**src/rtl/evout_pkg.sv**
```systemverilog
package evout_pkg;
  localparam int NUM_OUT = 7;
  localparam int NUM_EV  = 8;
  localparam int DATA_W  = 32;
  localparam int ADDR_W  = 4;

  typedef enum logic [1:0] {
    DS_NONE = 2'd0,
    DS_LO   = 2'd1,
    DS_HI   = 2'd2,
    DS_RSV  = 2'd3
  } dirsel_e;
endpackage

```
**src/rtl/evout_cfg.sv**
```systemverilog
module evout_cfg
  import evout_pkg::*;
#(
  parameter int NO = NUM_OUT,
  parameter int NE = NUM_EV,
  parameter int DW = DATA_W,
  parameter int AW = ADDR_W
) (
  input  logic                   clk,
  input  logic                   rst_n,
  input  logic                   we,
  input  logic [AW-1:0]          addr,
  input  logic [DW-1:0]          wdata,
  output logic [DW-1:0]          rdata,
  output logic [NO-1:0][NE-1:0]  set_q,
  output logic [NO-1:0][NE-1:0]  clr_q,
  output logic [NO-1:0][1:0]     dsel_q
);
  localparam logic [AW-1:0] CTRL_ADDR = AW'(2*NO);

  logic [NO-1:0][NE-1:0] set_d, clr_d;
  logic [NO-1:0][1:0]    dsel_d;

  // next-state
  always_comb begin
    set_d  = set_q;
    clr_d  = clr_q;
    dsel_d = dsel_q;
    for (int i = 0; i < NO; i++) begin
      if (addr == AW'(2*i))   set_d[i] = wdata[NE-1:0];
      if (addr == AW'(2*i+1)) clr_d[i] = wdata[NE-1:0];
    end
    if (addr == CTRL_ADDR) dsel_d = wdata[2*NO-1:0];
  end

  // registers, write strobe used as clock enable
  always_ff @(posedge clk or negedge rst_n) begin
    if (!rst_n) begin
      set_q  <= '0;
      clr_q  <= '0;
      dsel_q <= '0;
    end else if (we) begin
      set_q  <= set_d;
      clr_q  <= clr_d;
      dsel_q <= dsel_d;
    end
  end

  // readback
  always_comb begin
    rdata = '0;
    for (int i = 0; i < NO; i++) begin
      if (addr == AW'(2*i))   rdata[NE-1:0] = set_q[i];
      if (addr == AW'(2*i+1)) rdata[NE-1:0] = clr_q[i];
    end
    if (addr == CTRL_ADDR) rdata[2*NO-1:0] = dsel_q;
  end
endmodule

```
**src/rtl/evout_gate.sv**
```systemverilog
module evout_gate (
  input  logic split,
  input  logic halt_lo,
  input  logic halt_hi,
  input  logic down_hi,
  input  logic down_lo,
  output logic hold,
  output logic down_hi_eff
);
  // Split mode: either half halted freezes outputs; unified: low flag only.
  assign hold        = split ? (halt_lo | halt_hi) : halt_lo;
  // Unified mode has a single direction, carried by the low flag.
  assign down_hi_eff = split ? down_hi : down_lo;
endmodule

```
**src/rtl/evout_lane.sv**
```systemverilog
module evout_lane
  import evout_pkg::*;
#(
  parameter int NE = NUM_EV
) (
  input  logic          clk,
  input  logic          rst_n,
  input  logic [NE-1:0] ev,
  input  logic [NE-1:0] set_mask,
  input  logic [NE-1:0] clr_mask,
  input  logic [1:0]    dsel,
  input  logic          down_lo,
  input  logic          down_hi,
  input  logic          hold,
  output logic          set_hit,
  output logic          clr_hit,
  output logic          out_q
);
  dirsel_e mode;
  logic    swap, raw_s, raw_c, upd_en, out_d;

  assign mode  = dirsel_e'(dsel);
  assign swap  = ((mode == DS_LO) && down_lo) || ((mode == DS_HI) && down_hi);
  assign raw_s = |(ev & set_mask);
  assign raw_c = |(ev & clr_mask);

  assign set_hit = swap ? raw_c : raw_s;
  assign clr_hit = swap ? raw_s : raw_c;
  assign upd_en  = !hold && (set_hit || clr_hit);

  always_comb begin
    unique case ({set_hit, clr_hit})
      2'b11:   out_d = ~out_q;
      2'b10:   out_d = 1'b1;
      2'b01:   out_d = 1'b0;
      default: out_d = out_q;
    endcase
  end

  always_ff @(posedge clk or negedge rst_n) begin
    if (!rst_n)      out_q <= 1'b0;
    else if (upd_en) out_q <= out_d;
  end
endmodule

```
**src/rtl/evout_unit.sv**
```systemverilog
module evout_unit
  import evout_pkg::*;
#(
  parameter int NO = NUM_OUT,
  parameter int NE = NUM_EV,
  parameter int DW = DATA_W,
  parameter int AW = ADDR_W
) (
  input  logic          clk,
  input  logic          rst_n,
  input  logic [NE-1:0] ev_i,
  input  logic          cnt_down_lo_i,
  input  logic          cnt_down_hi_i,
  input  logic          halt_lo_i,
  input  logic          halt_hi_i,
  input  logic          split_i,
  input  logic          cfg_we_i,
  input  logic [AW-1:0] cfg_addr_i,
  input  logic [DW-1:0] cfg_wdata_i,
  output logic [DW-1:0] cfg_rdata_o,
  output logic [NO-1:0] out_o
);
  logic [1:0] rst_sync;
  logic       rst_core_n;

  always_ff @(posedge clk or negedge rst_n) begin
    if (!rst_n) rst_sync <= 2'b00;
    else        rst_sync <= {rst_sync[0], 1'b1};
  end
  assign rst_core_n = rst_sync[1];

  logic [NO-1:0][NE-1:0] set_mask, clr_mask;
  logic [NO-1:0][1:0]    dsel;
  logic                  hold, down_hi_eff;
  logic [NO-1:0]         set_hit, clr_hit;

  evout_cfg #(.NO(NO), .NE(NE), .DW(DW), .AW(AW)) u_cfg (
    .clk   (clk),
    .rst_n (rst_core_n),
    .we    (cfg_we_i),
    .addr  (cfg_addr_i),
    .wdata (cfg_wdata_i),
    .rdata (cfg_rdata_o),
    .set_q (set_mask),
    .clr_q (clr_mask),
    .dsel_q(dsel)
  );

  evout_gate u_gate (
    .split      (split_i),
    .halt_lo    (halt_lo_i),
    .halt_hi    (halt_hi_i),
    .down_hi    (cnt_down_hi_i),
    .down_lo    (cnt_down_lo_i),
    .hold       (hold),
    .down_hi_eff(down_hi_eff)
  );

  for (genvar n = 0; n < NO; n++) begin : g_lane
    evout_lane #(.NE(NE)) u_lane (
      .clk     (clk),
      .rst_n   (rst_core_n),
      .ev      (ev_i),
      .set_mask(set_mask[n]),
      .clr_mask(clr_mask[n]),
      .dsel    (dsel[n]),
      .down_lo (cnt_down_lo_i),
      .down_hi (down_hi_eff),
      .hold    (hold),
      .set_hit (set_hit[n]),
      .clr_hit (clr_hit[n]),
      .out_q   (out_o[n])
    );
  end
endmodule

```
**config.mk**
```make
export PLATFORM = sky130hd
export DESIGN_NAME = evout_unit
export DESIGN_NICKNAME = d
export VERILOG_FILES = /design/src/rtl/evout_pkg.sv /design/src/rtl/evout_cfg.sv /design/src/rtl/evout_gate.sv /design/src/rtl/evout_lane.sv /design/src/rtl/evout_unit.sv
export SDC_FILE = /design/constraint.sdc
export NUM_CORES = 1
export LEC_CHECK = 0
export BUFFER_PORTS_ARGS = -buffer_cell sky130_fd_sc_hd__buf_2
export CAP_MARGIN = 5
export CORE_ASPECT_RATIO = 1.5
export CORE_UTILIZATION = 44
export CTS_CLUSTER_SIZE = 8
export DETAILED_ROUTE_END_ITERATION = 8
export PLACE_DENSITY_LB_ADDON = 0.12
export SYNTH_ARGS = -nofsm -noshare
export SYNTH_HDL_FRONTEND = slang
export SYNTH_HIERARCHICAL = 1
export SYNTH_SLANG_ARGS = --single-unit
```
**constraint.sdc**
```tcl
create_clock -name clk -period 4.9 [get_ports clk]
set_clock_uncertainty 0.15 [all_clocks]
set_input_delay 0.49 -clock clk [delete_from_list [all_inputs] [get_ports clk]]
set_output_delay 0.49 -clock clk [all_outputs]
set_load 0.1 [all_outputs]
```
======== Yosys cells after proc, flatten, opt, wreduce, memory -nomap -nowiden ========
Index checks and enable logic that the tools add are counted.
storage, ports and cells
  flip-flop bits (word level) ............. 135
  output and inout bits ................... 39
cells by class
  equality and inequality tests ........... 49
  muxes and demuxes ....................... 38
  bitwise operators ....................... 22
  reduce and logical (&&, ||, !) cells .... 80
operators with widths
  cell                                                                   number
  8-bit AND                                                              14
  8-bit 2-to-1 mux                                                       14
  8-bit OR reduction                                                     14
  2-bit AND reduction                                                    22
  2-bit equality test, second input constant                             21
  2-bit by 1-bit equality test with 1-bit output, second input constant  14
  4-bit equality test, second input constant                             7
  1-bit logical AND                                                      21
  1-bit one-hot mux with 3 select lines                                  7
  3-bit nonzero test                                                     7
  4-bit by 3-bit equality test with 1-bit output, second input constant  4
  1-bit 2-to-1 mux                                                       16
  1-bit logical OR                                                       14
  14-bit 2-to-1 mux                                                      1
  4-bit by 2-bit equality test with 1-bit output, second input constant  2
  1-bit inverter                                                         7
  4-bit by 1-bit equality test with 1-bit output, second input constant  1
  4-bit zero test                                                        1
  1-bit zero test                                                        1
  1-bit bitwise OR                                                       1

======== Longest topological paths before layout ========
  depth in word-level cells ............... 16
  depth in mapped cells ................... 10
  gate-level depth less buffers ........... 10

======== Cells and area by module ========
The synthesis kept the hierarchy.
modules (own cells, without submodules)
  module      instances  cells each  area an instance (um^2)
  evout_cfg   1          513         6338.6
  evout_lane  7          37          322.8
  evout_unit  1          3           53.8
  evout_gate  1          2           23.8

======== Worst setup path after synthesis ========
OpenSTA, ideal clock, no wires.
  path kind ............................... input -> output
  start ................................... input cfg_addr_i[2]
  end ..................................... output cfg_rdata_o[6]
  arrival ................................. 2.865 ns
  data required time ...................... 4.260 ns
  slack ................................... 1.395 ns
  stages on the path ...................... 6
  buffers on the path ..................... 1
  cells stage by stage .................... or2_1 > buf_2 > nor2_2 > a221oi_1 > a21o_1 > a2bb2oi_1
between the ends
  word-level cells in the longest chain between the ends .. 16
  elaborated cells on any way between the ends .. 30
  classes of those cells .................. 14 x eq/ne; 15 x mux; 1 x reduce/logical
RTL lines
  item                 line              RTL
  start: declaration   evout_unit.sv:18  input logic [AW-1:0] cfg_addr_i,
  4-bit zero test      evout_cfg.sv:53   if (addr == AW'(2*i)) rdata[NE-1:0] = set_q[i];
  8-bit 2-to-1 mux     evout_cfg.sv:53
  8-bit 2-to-1 mux     evout_cfg.sv:54   if (addr == AW'(2*i+1)) rdata[NE-1:0] = clr_q[i];
  8-bit 2-to-1 mux     evout_cfg.sv:53
  8-bit 2-to-1 mux     evout_cfg.sv:54
  8-bit 2-to-1 mux     evout_cfg.sv:53
  8-bit 2-to-1 mux     evout_cfg.sv:54
  8-bit 2-to-1 mux     evout_cfg.sv:53
  8-bit 2-to-1 mux     evout_cfg.sv:54
  8-bit 2-to-1 mux     evout_cfg.sv:53
  8-bit 2-to-1 mux     evout_cfg.sv:54
  8-bit 2-to-1 mux     evout_cfg.sv:53
  8-bit 2-to-1 mux     evout_cfg.sv:54
  8-bit 2-to-1 mux     evout_cfg.sv:53
  8-bit 2-to-1 mux     evout_cfg.sv:54
  14-bit 2-to-1 mux *  evout_cfg.sv:56   if (addr == CTRL_ADDR) rdata[2*NO-1:0] = dsel_q;
  end: declaration     evout_unit.sv:20  output logic [DW-1:0] cfg_rdata_o,
Every way passes the cells marked *; elsewhere a longest branch is shown, timed or not.

======== Worst setup path in the final report ========
  start ................................... input cfg_addr_i[0]
  end ..................................... output cfg_rdata_o[3]
The elaborated chain is that of the path after synthesis.

==> impl_summary.log <==
[metrics] met3 global-route usage: 4.126%
[metrics] result of the run: finished clean
[metrics] weighted congestion reported at the end of routability-driven placement: 0.8587
[metrics] Initial Utilization: a little under half
[metrics] Final #Nets: 888
[metrics] drt total wl: 26080 um
[metrics] TritonCTS clock tree: yes
[metrics] total congestion overflow after global routing: 0
[metrics] vias after detailed routing: 6822
[metrics] most common cell after layout, fill and taps aside: dfrtp_1
[metrics] die width: 116.4 um
[metrics] ratio of cells with drive above 1 in the final layout: 34.54%
[metrics] critical setup path kind: input pin to output port
[metrics] final clock period utilization by the worst path: roughly 76%
[metrics] data arrival time of the worst path: 3070 ps
[metrics] CTS Hold Buffers Added: 1
[metrics] maximum fanout along the worst path: 32
[metrics] number of violations reported at the end of detailed-routing iteration 0: 559
[metrics] Setup crit end kind: output port
[metrics] grt met2 use: 47.21%
[metrics] relative area change from synthesis to final layout: 11.02%
[metrics] number of antenna repair diodes: 0
[metrics] slack of the worst reg-to-reg path: 2670 ps
[metrics] antenna violations before repair: 0
[metrics] Worst Setup Slack, final: 1187 ps
[metrics] global router's overall resource usage: 27.27%
[metrics] count of buffers from port buffering: 54
[metrics] count of unresolved DRC violations after routing: 0
[metrics] number of iterations in the first detailed-routing pass: 8
[metrics] vertical extent of the die: 173.6 um
[metrics] min-delay worst type: input pin to flip-flop
[metrics] transition time of the tightest slew-check pin: 814.8 ps
[metrics] clk_lat worst skew: 420 ps
[metrics] category of the worst setup path launch point: input pin
[metrics] wire length per cell after detailed routing: 24.06 um
[metrics] vias in the first global route: between 6000 and 7000
[metrics] Synth warnings: 6
[metrics] final antenna-violating net count: 0
[metrics] final hold violation count: 0
[metrics] endpoints failing setup: 0
[metrics] total number of H-tree levels: 4
[metrics] Core ar.: 0.01916 sq mm
[metrics] standard-cell rows: 62
[metrics] number of buffers created by CTS: 17
[metrics] cell area after synthesis: ~0.0086 sq mm
[metrics] Clk Tree Root Cell: clkbuf_16
[metrics] Post-Synthesis Cells: 770
[metrics] most frequent cells in the layout: 134 x dfrtp_1, 114 x mux2_2, 54 x buf_2
[metrics] Via density: 6.293
[metrics] post-placement setup slack: 1274 ps
[metrics] clock-pin slew on the worst setup and hold paths: 60 ps
[metrics] post-CTS setup buffer count: 0
[metrics] largest net degree at the start of global routing: 57
[metrics] maximum resistive drop on vdd: 291.5 uV
[metrics] max-cap violation count: 0
[metrics] Avg Cell Area, Syn: 11.22 sq um
[metrics] Bufs on Longest Clock Path: 2
[metrics] full die area: 0.02021 sq mm
[metrics] CTS-repair resized insts: 0
[metrics] final count of pins violating max slew: 0
[metrics] remaining max-slew budget at the tightest pin: 45.68%
[metrics] detailed-placement wirelength estimate: 18650 um
[metrics] static leakage power: 4.053 nW
[metrics] global routing's busiest layer: met2
[metrics] placed insts: 1051
[metrics] Worst Hold Slack: 130.0 ps
[metrics] wire length of the first global-routing pass: ~40000 um
[metrics] Sum Neg Setup Slack: 0 ps
[metrics] met1 Resource Use GR: 30.59%
[metrics] number of primary I/O pins: 91
[metrics] maximum clock rate: approximately 0.27 GHz
[metrics] PwrDens: approximately 470 mW/mm^2
[metrics] shortest clock period the worst path allows after layout: around 3700 ps
[metrics] required time worst endpoint: 4260 ps
[metrics] final cell count without fillers: 1084
[metrics] CTS sink count: 135
[metrics] setup repair after global routing missed its margin: false
cell type report:
type	count	area [sq um]
fillers	1776	9568
well taps	256	320.3
repair buffers	59	310.3
clock buffers	24	481.7
inverters	19	71.32
clock inverters	8	96.34
multi-input cells	583	4931
flip-flops and latches	135	3382
power breakdown:
part / internal (W) / leakage [nW] / switching (W)
logic: 0.000582 / 2.12 / 0.000976
clock network: 0.000786 / 0.284 / 0.000470
registers: 0.00139 / 1.64 / 0.000310
critical path, stage by stage:
cell       delay (ps)
buf_2             620
buf_4             480
mux2_2            390
a22oi_1           200
a22oi_1           150
a32oi_1           240
a2bb2oi_1         140
buf_2             320
layer usage:
metal	wire (um)	share of wire (%)	vias up
met2	13640	52	271
met3	1132	4.3	70
li1	-	-	3029
met4	1527	5.9	0
met5	0	0	-
met1	9778	37	3452
path summary, 6_finish.rpt:
| kind | startpoint | endpoint | cells after the start |
|---|---|---|---|
| worst max register to register | u_cfg/set_q[24] | g_lane[3].u_lane/out_q | 8 |
| worst min register to register | rst_sync[0] | rst_sync[1] | 0 |
| worst min-delay path | cfg_wdata_i[12] | u_cfg/dsel_q[12] | 2 |
| min in group asynchronous | rst_n | rst_sync[1] | 2 |
| max in group asynchronous | rst_sync[1] | g_lane[3].u_lane/out_q | 1 |
| worst max-delay path | cfg_addr_i[0] | cfg_rdata_o[3] | 8 |
flip-flops by register name, indices dropped and copies added, names as in the netlist:
name and cells:
u_cfg/dsel_q 14, u_cfg/set_q 56, u_cfg/clr_q 56, g_lane.u_lane/out_q 7, rst_sync 2
metrics by stage:
| step | power (W) | instance area [sq um] | util, % |
|---|---|---|---|
| after floorplan | 0.002878 | 8705 | - |
| after global placement | 0.003190 | 9005 | 47.00 |
| after detailed placement | 0.003266 | 9005 | 47.00 |
| after CTS | 0.004539 | 9593 | 50.07 |
| after global routing | 0.004748 | 9593 | 50.07 |
| final | 0.004515 | 9593 | 50.07 |
No activity file was read; power rests on OpenSTA's default activity.
